$ cat config.mk
export PLATFORM = sky130hd
export DESIGN_NAME = sclk_gate_ctrl
export DESIGN_NICKNAME = d
export VERILOG_FILES = /design/src/rtl/sclk_gate_pkg.sv /design/src/rtl/sclk_mask_capture.sv /design/src/rtl/sclk_lane.sv /design/src/rtl/sclk_gate_ctrl.sv
export SDC_FILE = /design/constraint.sdc
export NUM_CORES = 1
export LEC_CHECK = 0
export ABC_AREA = 0
export CELL_PAD_IN_SITES_DETAIL_PLACEMENT = 0
export CELL_PAD_IN_SITES_GLOBAL_PLACEMENT = 1
export CORE_ASPECT_RATIO = 2
export CORE_UTILIZATION = 40
export CTS_CLUSTER_DIAMETER = 200
export DETAILED_ROUTE_END_ITERATION = 10
export PLACE_DENSITY_LB_ADDON = 0.1
export SLEW_MARGIN = 0
export SYNTH_ARGS = -nofsm -noshare
export SYNTH_HDL_FRONTEND = slang
export SYNTH_SLANG_ARGS = --single-unit
export TNS_END_PERCENT = 10
$ cat constraint.sdc
create_clock -name clk -period 3.15 [get_ports clk]
set_input_delay 0.4725 -clock clk [delete_from_list [all_inputs] [get_ports clk]]
set_output_delay 0.4725 -clock clk [all_outputs]
set_load 0.01 [all_outputs]
$ cat src/rtl/sclk_gate_pkg.sv
package sclk_gate_pkg;

  typedef enum logic [1:0] {
    MD_PASS = 2'd0,
    MD_HIGH = 2'd1,
    MD_LOW  = 2'd2
  } clk_mode_e;

  typedef enum logic [1:0] {
    CAP_IDLE = 2'd0,
    CAP_RUN  = 2'd1,
    CAP_DONE = 2'd2
  } cap_state_e;

  // output level a mode yields for a given sampled reference level
  function automatic logic mode_level(input clk_mode_e m, input logic r);
    case (m)
      MD_PASS: return r;
      MD_HIGH: return 1'b1;
      default: return 1'b0;
    endcase
  endfunction

endpackage

$ cat src/rtl/sclk_mask_capture.sv
module sclk_mask_capture
  import sclk_gate_pkg::*;
#(
  parameter int N_OUT       = 10,
  parameter int SYNC_STAGES = 2
) (
  input  logic             clk,
  input  logic             rst,
  input  logic             s_rst,
  input  logic             msk_sck,
  input  logic             msk_din,
  input  logic             wr_en,
  input  logic [N_OUT-1:0] wr_data,
  output logic [N_OUT-1:0] dis_q
);

  localparam int CW = $clog2(N_OUT + 1);

  logic [SYNC_STAGES-1:0] sck_sync;
  logic [SYNC_STAGES-1:0] din_sync;
  logic                   sck_prev;
  logic                   shift;
  cap_state_e             state_q;
  logic [CW-1:0]          cnt_q;

  always_ff @(posedge clk) begin
    if (rst) begin
      sck_sync <= '0;
      din_sync <= '0;
      sck_prev <= 1'b0;
    end else begin
      sck_sync <= {sck_sync[SYNC_STAGES-2:0], msk_sck};
      din_sync <= {din_sync[SYNC_STAGES-2:0], msk_din};
      sck_prev <= sck_sync[SYNC_STAGES-1];
    end
  end

  assign shift = sck_sync[SYNC_STAGES-1] & ~sck_prev;

  always_ff @(posedge clk) begin
    if (rst) begin
      state_q <= CAP_IDLE;
      cnt_q   <= '0;
      dis_q   <= '0;
    end else begin
      case (state_q)
        CAP_IDLE: state_q <= s_rst ? CAP_RUN : CAP_DONE;
        CAP_RUN: begin
          if (!s_rst) begin
            state_q <= CAP_DONE;
          end else if (shift) begin
            dis_q <= {dis_q[N_OUT-2:0], din_sync[SYNC_STAGES-1]};
            cnt_q <= cnt_q + 1'b1;
            if (cnt_q == CW'(N_OUT - 1)) state_q <= CAP_DONE;
          end
        end
        default: begin
          if (wr_en) dis_q <= wr_data;
        end
      endcase
    end
  end


  cnt_bound_chk: assert property (@(posedge clk) disable iff (rst)
    cnt_q <= CW'(N_OUT));


  no_write_in_window_chk: assert property (@(posedge clk) disable iff (rst)
    (state_q == CAP_RUN && !shift) |=> $stable(dis_q));


  window_closed_chk: assert property (@(posedge clk) disable iff (rst)
    (state_q == CAP_DONE) |=> (state_q == CAP_DONE));

endmodule

$ cat src/rtl/sclk_lane.sv
module sclk_lane
  import sclk_gate_pkg::*;
(
  input  logic      clk,
  input  logic      rst,
  input  logic      ref_s,
  input  clk_mode_e tgt,
  output logic      clk_o
);

  clk_mode_e mode_q;
  clk_mode_e mode_n;
  logic      ref_p;

  // switch only when the new mode gives the same level right now;
  // otherwise step through pass-through when that matches
  always_comb begin
    mode_n = mode_q;
    if (mode_level(tgt, ref_s) == mode_level(mode_q, ref_s))
      mode_n = tgt;
    else if (mode_level(MD_PASS, ref_s) == mode_level(mode_q, ref_s))
      mode_n = MD_PASS;
  end

  always_ff @(posedge clk) begin
    if (rst) begin
      mode_q <= MD_LOW;
      clk_o  <= 1'b0;
      ref_p  <= 1'b0;
    end else begin
      mode_q <= mode_n;
      clk_o  <= mode_level(mode_n, ref_s);
      ref_p  <= ref_s;
    end
  end


  no_runt_chk: assert property (@(posedge clk) disable iff (rst)
    (ref_s == ref_p) |=> $stable(clk_o));


  low_parked_chk: assert property (@(posedge clk) disable iff (rst)
    (mode_q == MD_LOW) |-> !clk_o);


  high_parked_chk: assert property (@(posedge clk) disable iff (rst)
    (mode_q == MD_HIGH) |-> clk_o);

endmodule

$ cat src/rtl/sclk_gate_ctrl.sv
module sclk_gate_ctrl
  import sclk_gate_pkg::*;
#(
  parameter int N_OUT       = 10,
  parameter int SYNC_STAGES = 2
) (
  input  logic             clk,
  input  logic             p_rst,
  input  logic             s_rst,
  input  logic             ref_clk,
  input  logic             msk_sck,
  input  logic             msk_din,
  input  logic             cfg_we,
  input  logic [N_OUT-1:0] cfg_wdata,
  output logic [N_OUT-1:0] cfg_rdata,
  input  logic [1:0]       pwr_state,
  input  logic             pm_strap,
  output logic [N_OUT-1:0] sclk_o
);

  logic             ref_s;
  logic             force_low;
  logic [N_OUT-1:0] dis;

  always_ff @(posedge clk) begin
    if (p_rst) ref_s <= 1'b0;
    else       ref_s <= ref_clk;
  end

  // codes 2 and 3 are the deep states
  assign force_low = pm_strap & pwr_state[1];

  sclk_mask_capture #(
    .N_OUT      (N_OUT),
    .SYNC_STAGES(SYNC_STAGES)
  ) u_cap (
    .clk    (clk),
    .rst    (p_rst),
    .s_rst  (s_rst),
    .msk_sck(msk_sck),
    .msk_din(msk_din),
    .wr_en  (cfg_we),
    .wr_data(cfg_wdata),
    .dis_q  (dis)
  );

  assign cfg_rdata = dis;

  for (genvar i = 0; i < N_OUT; i++) begin : g_lane
    clk_mode_e tgt;
    always_comb begin
      if (force_low)   tgt = MD_LOW;
      else if (dis[i]) tgt = MD_HIGH;
      else             tgt = MD_PASS;
    end

    sclk_lane u_lane (
      .clk  (clk),
      .rst  (p_rst),
      .ref_s(ref_s),
      .tgt  (tgt),
      .clk_o(sclk_o[i])
    );
  end


  reset_quiet_chk: assert property (@(posedge clk)
    $past(p_rst) |-> (sclk_o == '0 && cfg_rdata == '0));

endmodule

==> impl_results.md <==
- Hold Path Origin: u_cap.din_sync[0]$_SDFF_PP0_
- Worst endpoint required time: around 3.4 ns
- Die X: ~54 microns
- Placed standard-cell area: 0.00246 sq mm
- Grt ovf: 0
- Max-cap violations: 0
- Skew final: 0.00696 ns
- First-pass GRT wire length: between 7 and 8 mm
- Post_cts resized: 0
- Share of cells above drive strength 1: between 6 and 7%
- Clock tree sinks: 52
- Io pins: 40
- TNS Setup: 0 ns
- Overall Global Routing Usage: around 18%
- Met1 wire length: 1.84 mm
- Worst setup SP type: input pin
- Least-Margin Pin Slew: ~0.90 ns
- First-pass detailed-route iteration total: 4
- Cells after DPL: slightly below 300
- Synth top area share: roughly 50%
- Post-CTS Setup Repair Bufs: 0
- Reg-to-reg endpoint: u_cap.dis_q[4]$_SDFFE_PP0P_
- Syn-to-layout area delta: 19.2%
- Layout Cells excl Fill: 301
- Vias: 1654
- Drt wl/cell: 15.4 microns
- # DRC: 0
- Chip Height: roughly 110 microns
- Seq cells post-synth: 52
- IO Port Bufs: 38
- Seq/Total Area, Yosys: 48.7%
- Die area: ~0.0057 sq mm
- Worst rel slew slack: between 30% and 40%
- Largest net degree at the start of global routing: 37
- Worst R2R Setup Slack: about 1.3 ns
- Num CTS Buffers: 5
- Gate Count Post-Synth: 219
- Clk_lat worst skew: 0.30 ns
- Initial Utilization: 41.6%
- Final Slew Violations: 0
- TritonCTS clock tree: done
- CP endpoint kind: flip-flop
- Root buf cell: clkbuf_8
- Ys Warns: 0
- Clock slew at reported path FFs: roughly 0.090 ns
- Final Instance Area: 0.00255 sq mm
- Site Rows: 37
- Post-synth ARST share: 0%
- Dominant cells by area after synthesis: dfxtp_1 49%, a21o_1 7.0%, a211oi_1 6.3%
- CP Class: in -> reg
- Leak: approximately 0.0011 uW
- Inserted Diodes: 0
- Worst r2r src: u_cap.state_q[1]$_SDFFE_PP0P_
- Post-synth EDFFs: 0
- Final Net Count: 264
- Hold path cells: 1
- Met2 WL: around 2.6 mm
- Syn_nets: roughly 240
- RSZ-0062 raised after global routing: no
- Metal3 WL: roughly 100 microns
- Fmax: 533 MHz
- Initial antenna violation count: 0
- Number of routed nets with antenna violations: 0
- WL final: 4.63 mm
- Tmin final: 1.88 ns
- Top routing layer in use: met4
- DP Wirelength: 3.29 mm
- Pwr per Cell Area: ~500 mW/mm^2
- Leading area contributor after synthesis: dfxtp_1
- Fin. Hold Viols: 0
- H-Tree Depth: 2
- Peak supply drop: about 0.38 mV
- Vias in the first global route: around 1600
- Floorplan Core Area: roughly 0.005 sq mm
- Post-synth top flop: dfxtp_1
- Drt via density: around 5.5
- Post-Synthesis Cell Area: approximately 0.0021 sq mm
- Max Buffers Root-to-Sink: 2
- Worst hold endpoint: u_cap.din_sync[1]$_SDFF_PP0_
- Outcome: finished, final reports clean
- R2r worst-path depth: 3
- Global placer's final weighted congestion: slightly below 0.8
- # hold bufs at CTS: 0
- Period utilization: 59.5%
- Syn avg cell area: around 9.8 sq um
- Drt first-iter violations: 29
- Max Fanout on Critical Path: 20
- # setup viols final: 0
- Filler cells: 496
- Post-synth cell types: 31
- Arrival @ worst endpoint: 2.09 ns
- Worst Hold Class: reg -> reg
per-layer routing:
layer	vias up	track usage, %
li1	824	-
met4	0	7.52
met3	9	3.75
met5	-	0
met1	796	19.4
met2	25	31.0
critical path, stage by stage:
cell,delay (ns)
clkdlybuf4s50_1,0.44
a21boi_2,0.73
a221oi_1,0.19
a211oi_1,0.26
how the worst max path moves through the flow:
stage               slack (ns)         start  cells past startpoint                                    end
global placement          1.05  pwr_state[1]                      4  g_lane[5].u_lane.mode_q[0]$_SDFF_PP0_
global route              1.12  pwr_state[1]                      4  g_lane[0].u_lane.mode_q[0]$_SDFF_PP0_
finish                    1.27  pwr_state[1]                      4  g_lane[9].u_lane.mode_q[0]$_SDFF_PP0_
detailed placement        0.94  pwr_state[1]                      4  g_lane[5].u_lane.mode_q[0]$_SDFF_PP0_
floorplan                 1.95        cfg_we                      4            u_cap.dis_q[0]$_SDFFE_PP0P_
CTS                       1.27  pwr_state[1]                      4  g_lane[9].u_lane.mode_q[0]$_SDFF_PP0_
cells in the final DEF (no fill, tap or decap), types with 2 or more instances in the layout:
master / n
mux2i_1: 10
nand2_1: 15
a21o_1: 20
clkdlybuf4s50_1: 37
nor2_1: 14
dfxtp_1: 52
a221oi_1: 8
o21bai_1: 10
clkbuf_8: 6
nand3b_1: 3
ha_1: 2
a31oi_1: 2
nand3_1: 4
a211oi_1: 18
a21oi_1: 13
nand2b_1: 2
nor2b_1: 9
buf_4: 2
mux2_2: 2
report_power, final:
part / switching, uW / leakage, uW / internal (uW)
combinational: 74.4 / 0.000612 / 86.7
clock: 214 / 0.0000445 / 179
sequential: 30.8 / 0.000427 / 692
registers in the layout (all words and copies together) (netlist names):
| name | flops |
|---|---|
| g_lane.u_lane.clk_o | 10 |
| u_cap.din_sync | 2 |
| u_cap.state_q | 2 |
| ref_s | 1 |
| u_cap.sck_sync | 2 |
| u_cap.cnt_q | 4 |
| g_lane.u_lane.mode_q | 20 |
| u_cap.sck_prev | 1 |
| u_cap.dis_q | 10 |
stage by stage:
stage | total power, uW | util, % | hold WS [ns] | setup slack (ns)
4_1_cts | 1290 | 49.6 | 0.456 | 1.27
2_1_floorplan | 834 | - | 0.414 | 1.95
6_report | 1280 | 49.6 | 0.449 | 1.27
3_5_place_dp | 900 | 47.8 | 0.427 | 0.945
5_1_grt | 1330 | 49.6 | 0.466 | 1.12
3_3_place_gp | 893 | 47.8 | 0.422 | 1.05
area by class of cell:
cell class | instances | area [sq um] | share of cell area, %
Sequential cell | 52 | 1040 | 40.8
Multi-Input combinational cell | 141 | 946 | 37.1
Timing Repair Buffer | 40 | 390 | 15.3
Clock buffer | 7 | 86.3 | 3.38
Tap cell | 58 | 72.6 | 2.84
Clock inverter | 1 | 7.51 | 0.294
Inverter | 2 | 7.51 | 0.294
cell families after synthesis:
family,share of synthesized area [%]
AOI/OAI and AO/OA,25.7
buffers and inverters,7.13
adders and majority gates,1.17
muxes,5.73
DFF,48.7
and+or+nand+nor,11.6
synthesized netlist by cell type (4+ instances only):
| master | n |
|---|---|
| a221oi_1 | 8 |
| dfxtp_1 | 52 |
| mux2i_1 | 10 |
| buf_2 | 5 |
| nor2b_1 | 9 |
| a21o_1 | 20 |
| nand3_1 | 4 |
| a21oi_1 | 13 |
| buf_4 | 11 |
| a211oi_1 | 18 |
| clkbuf_1 | 7 |
| nand2_1 | 15 |
| nor2_1 | 14 |
| o21bai_1 | 10 |
No activity file was read; power rests on OpenSTA's default activity.
